===== src/rtl/fo_pkg.sv =====
package fo_pkg;
  localparam int unsigned FO_LANES = 10;
  localparam int unsigned FO_SRCS  = 2;

  typedef enum logic {
    SRC_ZERO = 1'b0,
    SRC_ONE  = 1'b1
  } src_sel_e;

  function automatic logic lane_level(input logic lane_on,
                                      input logic src_level,
                                      input logic src_valid);
    if (!lane_on)        return 1'b0;
    else if (!src_valid) return 1'b1;
    else                 return src_level;
  endfunction
endpackage


===== src/rtl/fo_serial_loader.sv =====
module fo_serial_loader #(
  parameter int unsigned WORD = 11,
  localparam int unsigned LAST = WORD,
  localparam int unsigned CW = $clog2(WORD + 1)
) (
  input  logic            clk,
  input  logic            rst_n,
  input  logic            prog_n,
  input  logic            ser_in,
  output logic [WORD-1:0] word,
  output logic [CW-1:0]   count,
  output logic            commit
);
  // The count runs 0..WORD; the edge seen at count == WORD is the commit edge.
  assign commit = !prog_n && (count == CW'(LAST));

  always_ff @(posedge clk or negedge rst_n) begin
    if (!rst_n) begin
      word  <= '0;
      count <= '0;
    end else if (!prog_n) begin
      if (count == CW'(LAST)) begin
        count <= '0;
      end else begin
        word  <= {word[WORD-2:0], ser_in};
        count <= count + CW'(1);
      end
    end
  end
endmodule


===== src/rtl/fo_ctrl_reg.sv =====
module fo_ctrl_reg #(
  parameter int unsigned WORD = 11
) (
  input  logic            clk,
  input  logic            rst_n,
  input  logic            commit,
  input  logic [WORD-1:0] word_in,
  output logic [WORD-1:0] ctrl,
  output logic            committed
);
  always_ff @(posedge clk or negedge rst_n) begin
    if (!rst_n) begin
      ctrl      <= '0;
      committed <= 1'b0;
    end else if (commit) begin
      ctrl      <= word_in;
      committed <= 1'b1;
    end
  end
endmodule


===== src/rtl/fo_src_select.sv =====
module fo_src_select #(
  parameter int unsigned NSRC = 2,
  localparam int unsigned SW = (NSRC > 1) ? $clog2(NSRC) : 1
) (
  input  logic [NSRC-1:0] src_clk,
  input  logic [NSRC-1:0] src_ok,
  input  logic [SW-1:0]   sel,
  output logic            clk_sel,
  output logic            sel_ok
);
  always_comb begin
    clk_sel = 1'b0;
    sel_ok  = 1'b0;
    for (int s = 0; s < NSRC; s++) begin
      if (sel == SW'(s)) begin
        clk_sel = src_clk[s];
        sel_ok  = src_ok[s];
      end
    end
  end
endmodule


===== src/rtl/fo_out_gate.sv =====
module fo_out_gate
  import fo_pkg::*;
#(
  parameter int unsigned LANES = 10
) (
  input  logic [LANES-1:0] lane_en,
  input  logic             clk_sel,
  input  logic             sel_ok,
  output logic [LANES-1:0] lane_out
);
  for (genvar g = 0; g < LANES; g++) begin : g_lane
    assign lane_out[g] = lane_level(lane_en[g], clk_sel, sel_ok);
  end
endmodule


===== src/rtl/fanout_ctl_top.sv =====
module fanout_ctl_top
  import fo_pkg::*;
#(
  parameter int unsigned LANES = FO_LANES,
  localparam int unsigned WORD = LANES + 1,
  localparam int unsigned CW = $clog2(WORD + 1)
) (
  input  logic             rst_n,
  input  logic             prog_clk,
  input  logic             prog_n,
  input  logic             ser_in,
  input  logic [1:0]       src_clk,
  input  logic [1:0]       src_ok,
  output logic [LANES-1:0] fan_out
);
  logic [WORD-1:0]  shift_word;
  logic [CW-1:0]    count;
  logic             commit;
  logic [WORD-1:0]  ctrl;
  logic             committed;
  src_sel_e         sel_eff;
  logic [LANES-1:0] en_eff;
  logic             clk_sel;
  logic             sel_ok;

  fo_serial_loader #(.WORD(WORD)) u_loader (
    .clk    (prog_clk),
    .rst_n  (rst_n),
    .prog_n (prog_n),
    .ser_in (ser_in),
    .word   (shift_word),
    .count  (count),
    .commit (commit)
  );

  fo_ctrl_reg #(.WORD(WORD)) u_ctrl (
    .clk       (prog_clk),
    .rst_n     (rst_n),
    .commit    (commit),
    .word_in   (shift_word),
    .ctrl      (ctrl),
    .committed (committed)
  );

  // Before any commit: all lanes on, live serial pin selects the source.
  always_comb begin
    if (committed) begin
      sel_eff = src_sel_e'(ctrl[WORD-1]);
      en_eff  = ctrl[LANES-1:0];
    end else begin
      sel_eff = src_sel_e'(ser_in);
      en_eff  = '1;
    end
  end

  fo_src_select #(.NSRC(FO_SRCS)) u_sel (
    .src_clk (src_clk),
    .src_ok  (src_ok),
    .sel     (sel_eff),
    .clk_sel (clk_sel),
    .sel_ok  (sel_ok)
  );

  fo_out_gate #(.LANES(LANES)) u_gate (
    .lane_en  (en_eff),
    .clk_sel  (clk_sel),
    .sel_ok   (sel_ok),
    .lane_out (fan_out)
  );
endmodule


===== config.mk =====
export PLATFORM = sky130hd
export DESIGN_NAME = fanout_ctl_top
export DESIGN_NICKNAME = d
export VERILOG_FILES = /design/src/rtl/fo_pkg.sv /design/src/rtl/fo_serial_loader.sv /design/src/rtl/fo_ctrl_reg.sv /design/src/rtl/fo_src_select.sv /design/src/rtl/fo_out_gate.sv /design/src/rtl/fanout_ctl_top.sv
export SDC_FILE = /design/constraint.sdc
export NUM_CORES = 1
export LEC_CHECK = 0
export BUFFER_PORTS_ARGS = -buffer_cell sky130_fd_sc_hd__buf_4
export CORE_MARGIN = 10
export CORE_UTILIZATION = 60
export CTS_BUF_LIST = sky130_fd_sc_hd__clkbuf_8
export CTS_CLUSTER_SIZE = 28
export DETAILED_ROUTE_END_ITERATION = 16
export PLACE_DENSITY_LB_ADDON = 0.2
export SYNTH_ARGS = -nofsm -noshare
export SYNTH_HDL_FRONTEND = slang
export SYNTH_SLANG_ARGS = --single-unit

===== constraint.sdc =====
create_clock -name prog_clk -period 3.75 [get_ports prog_clk]
set_input_delay 0.5625 -clock prog_clk [delete_from_list [all_inputs] [get_ports prog_clk]]
set_output_delay 0.5625 -clock prog_clk [all_outputs]
set_load 0.05 [all_outputs]

Word level (Yosys, flattened, before mapping)
Cells that the tools add are included.
Storage, ports and cells
  logic and storage cells: 27
  flip-flop bits (word level): 27
Operators by class
  bitwise gates (word level): 2
  add/subtract/negate cells: 1
  reduce and logical (&&, ||, !) cells: 3
  equality and inequality tests: 1
  multiplexer cells: 16
Operators by type and width (number)
  1-bit two-way mux: 14
  10-bit two-way mux: 1
  4-bit by 1-bit adder with 4-bit output (second input constant): 1
  4-bit equality test (second input constant): 1
  4-bit two-way mux: 1
  1-bit inverter: 2
  2-bit AND reduction: 1
  1-bit logical AND: 1
  1-bit zero test: 1

Depth between registers and ports, before layout
  word-level depth: 4
  depth in mapped cells: 4
  depth with buffers taken out: 4

Modules after synthesis
Synthesis repeated with hierarchy kept, for this count alone.
Second synthesis, totals
  cell total of the unflattened synthesis: 92
  area total of the unflattened synthesis: 1326.3 µm²
By module, submodules not included
  fo_serial_loader: cells an instance 42, times used 1, area each 664.4 µm²
  fo_ctrl_reg: cells an instance 25, times used 1, area each 475.5 µm²
  fanout_ctl_top: cells an instance 12, times used 1, area each 85.1 µm²
  fo_out_gate: cells an instance 11, times used 1, area each 78.8 µm²
  fo_src_select: cells an instance 2, times used 1, area each 22.5 µm²

Worst setup path after synthesis
Ideal clock, no wire load.
  path kind: input -> output
  from: in src_ok[0]
  to: out fan_out[0]
  setup slack: 1.548 ns
  arrival: 1.639 ns
  stages on the path: 3
  buffers on the path: 0
  cell sequence: nor3b_1 a311oi_2 a21o_1
Between the ends
  cells in the longest elaborated chain, start to end: 3
Ends and longest elaborated chain
  from (decl): RTL line fanout_ctl_top.sv:13  | input logic [1:0] src_ok,
  1-bit two-way mux: RTL line fo_src_select.sv:15  | if (sel == SW'(s)) begin
  1-bit two-way mux: RTL line fo_pkg.sv:14  | else if (!src_valid) return 1'b1;
  1-bit two-way mux: RTL line fo_pkg.sv:13  | if (!lane_on) return 1'b0;
  to (decl): RTL line fanout_ctl_top.sv:14  | output logic [LANES-1:0] fan_out
No other way between the ends.

Worst setup path after layout
  from: in src_ok[0]
  to: out fan_out[9]
Same word-level chain as after synthesis.

==> impl_metrics.json <==
{
  "status": "complete, no violations",
  "crit_type": "in2out",
  "rsz0062_at_grt": "false",
  "wl_met3_um": 150,
  "synth_top_cell_area_share_pct": 55.2,
  "ys_types": 20,
  "syn_to_final_growth_pct": 15.3,
  "netlist_area_um2": 1220,
  "root_buffer": "clkbuf_8",
  "start_kind": "primary input",
  "setup_viol": 0,
  "clockBufferDepth": 2,
  "initial_core_util_pct": 63.1,
  "ys_seq_area_share_pct": 55.2,
  "cts_buffers": 3,
  "fmax_ghz": 0.415,
  "drive_above_1_share_pct": 49.5,
  "postRouteAntennaNets": 0,
  "r2r_cells": 3,
  "r2r-end": "u_loader.word[1]",
  "grt_max_degree": 28,
  "grt_pass1_vias": 762,
  "cts_resized": 0,
  "finalHoldViolCount": 0,
  "htree_levels": 1,
  "dieArea_um2": 4250,
  "core_region_area_um2": 1940,
  "synth_area_leader_cell": "dfrtp_1",
  "dp_cells": 126,
  "multi_input_area_um2": 515,
  "hp-class": "in2async",
  "ioPinCount": 18,
  "setup_ws_ns": 1.34,
  "wl_um": 2210,
  "holdBufCountCts": 0,
  "cts_setup_buffers": 0,
  "drc": 0,
  "fin_nets": 113,
  "setup_tns_ns": 0,
  "max_slew_margin_pct": 51.3,
  "routed-via-count": 716,
  "row_count": 16,
  "hpwlAfterDp_um": 1590,
  "drt_pass1_iterations": 4,
  "syn_inst": 84,
  "power_density_nw_per_um2": 995,
  "grt_pass1_wl_um": 3670,
  "die_w_um": 65.2,
  "grt-ovfl-total": 0,
  "cts_tree": "done",
  "worst_slew_pin_slew_ns": 0.729,
  "endpoint_kind": "output pin",
  "design_area_um2": 1410,
  "wire_per_inst_um": 17.0,
  "irDropWorstVdd_v": 0.000601,
  "r2r-start": "u_loader.count[0]",
  "gp_congestion": 0.772,
  "fin_util_pct": 72.7,
  "critical_path.max_fanout": 10,
  "crit_required_ns": 3.19,
  "reg2reg_slack_ns": 1.97,
  "p_leak_nw": 0.710,
  "dpl-instance-area_um2": 1370,
  "drv_cap": 0,
  "fin_crit_ns": 2.41,
  "fin_crit_sh_pct": 64.3,
  "synthTopCellsByArea": "dfrtp_1 (55%), mux2_2 (14%), mux2_4 (11%)",
  "seq_area_um2": 676,
  "portBuffers": 17,
  "antenna_found_initial": 0,
  "n_antenna_cell": 0,
  "fill_cells": 136,
  "arrival_ns": 1.85,
  "preCtsSetupSlack_ns": 1.33,
  "clk_latency_ns": 0.27,
  "final_cells": 130,
  "cts.reportedPaths.clkPinSlew_ns": 0.09,
  "wl_met1_um": 974,
  "clock_skew_ns": 0.00258,
  "syn_avg_cell_area_um2": 14.6,
  "avgViaCountPerCell": 5.51,
  "grt_usage_pct": 11.1,
  "syn_nets": 93,
  "clkSinkCount": 27,
  "ys_ff_latch": 27,
  "yosysWarnings": 0,
  "routed.top_layer": "met4",
  "slew_violations": 0,
  "first_iter_violations": 15,
  "wl_met2_um": 1040,
  "fp.dieH_um": 65.2
}
## cells in the final DEF, fill, tap and decap left out
master,instances
a311oi_2,2
mux2_2,15
or2_2,1
ha_1,1
buf_4,17
a31o_2,1
nor3b_1,2
a31oi_2,1
clkbuf_8,3
o21ai_0,2
mux2i_1,1
a21o_1,10
and4_4,1
inv_2,1
inv_1,4
dfrtp_1,27
nand2_1,1
mux2_4,9
nor2_1,3
a21oi_1,1
## cells by family (layout without fill, tap and decap cells)
logic type / after synthesis / after routing / share of synthesized area, %
buffers and inverters: 6 / 25 / 2.76
and+or+nand+nor: 8 / 8 / 3.88
muxes: 25 / 25 / 25.6
DFF: 27 / 27 / 55.2
AOI/OAI and AO/OA: 17 / 17 / 11.5
adders and majority gates: 1 / 1 / 1.02
## per-layer routing
| layer | global-route usage (%) | vias up |
|---|---|---|
| met5 | 0 | - |
| met4 | 5.61 | 0 |
| met3 | 4.07 | 5 |
| met2 | 17.8 | 15 |
| met1 | 12.7 | 354 |
| li1 | - | 342 |
## critical path, stage by stage
cell and delay, ns:
buf_4 0.11, nor3b_1 0.13, a311oi_2 0.63, a21o_1 0.22, buf_4 0.20
## how the worst max path moves through the flow
stage | startpoint | to | slack, ns
final | src_ok[0] | fan_out[9] | 1.34
after CTS | src_ok[0] | fan_out[9] | 1.31
after detailed placement | src_ok[0] | fan_out[9] | 1.33
after global placement | src_ok[0] | fan_out[9] | 1.31
after floorplan | src_ok[0] | fan_out[0] | 1.55
after global routing | src_ok[0] | fan_out[9] | 1.23
## registers in the layout, indices dropped and copies added (netlist names)
name / cells
u_loader.count: 4
u_ctrl.ctrl: 11
u_ctrl.committed: 1
u_loader.word: 11
## synth_stat cells
cell type   n
mux2_4      9
o21ai_0     2
a21o_1     10
ha_1        1
buf_4       1
inv_1       3
nor3b_1     2
dfrtp_1    27
mux2i_1     1
nand2_1     1
a21oi_1     1
inv_2       1
or2_2       1
nor2_1      3
buf_6       1
mux2_2     15
a31oi_2     1
and4_4      1
a31o_2      1
a311oi_2    2
## area by class of cell
type | count | area share, %
multi-input cells | 51 | 36.5
repair buffers | 17 | 9.03
clock inverters | 1 | 0.266
inverters | 4 | 1.06
well taps | 27 | 2.39
clock buffers | 3 | 2.92
flip-flops and latches | 27 | 47.8
## power breakdown
part	internal, mW	leakage [nW]	switching, mW	total [mW]
registers	0.427	0.327	0.0980	0.525
clock network	0.0735	0.0269	0.0879	0.161
logic	0.305	0.356	0.414	0.719
## stage by stage
step | power (mW) | hold slack (ns)
after floorplan | 1.06 | 0.267
after global placement | 1.23 | 0.484
after detailed placement | 1.26 | 0.493
after CTS | 1.42 | 0.197
after global routing | 1.49 | 0.195
final | 1.41 | 0.182
Power figures use the tool's default switching activity.
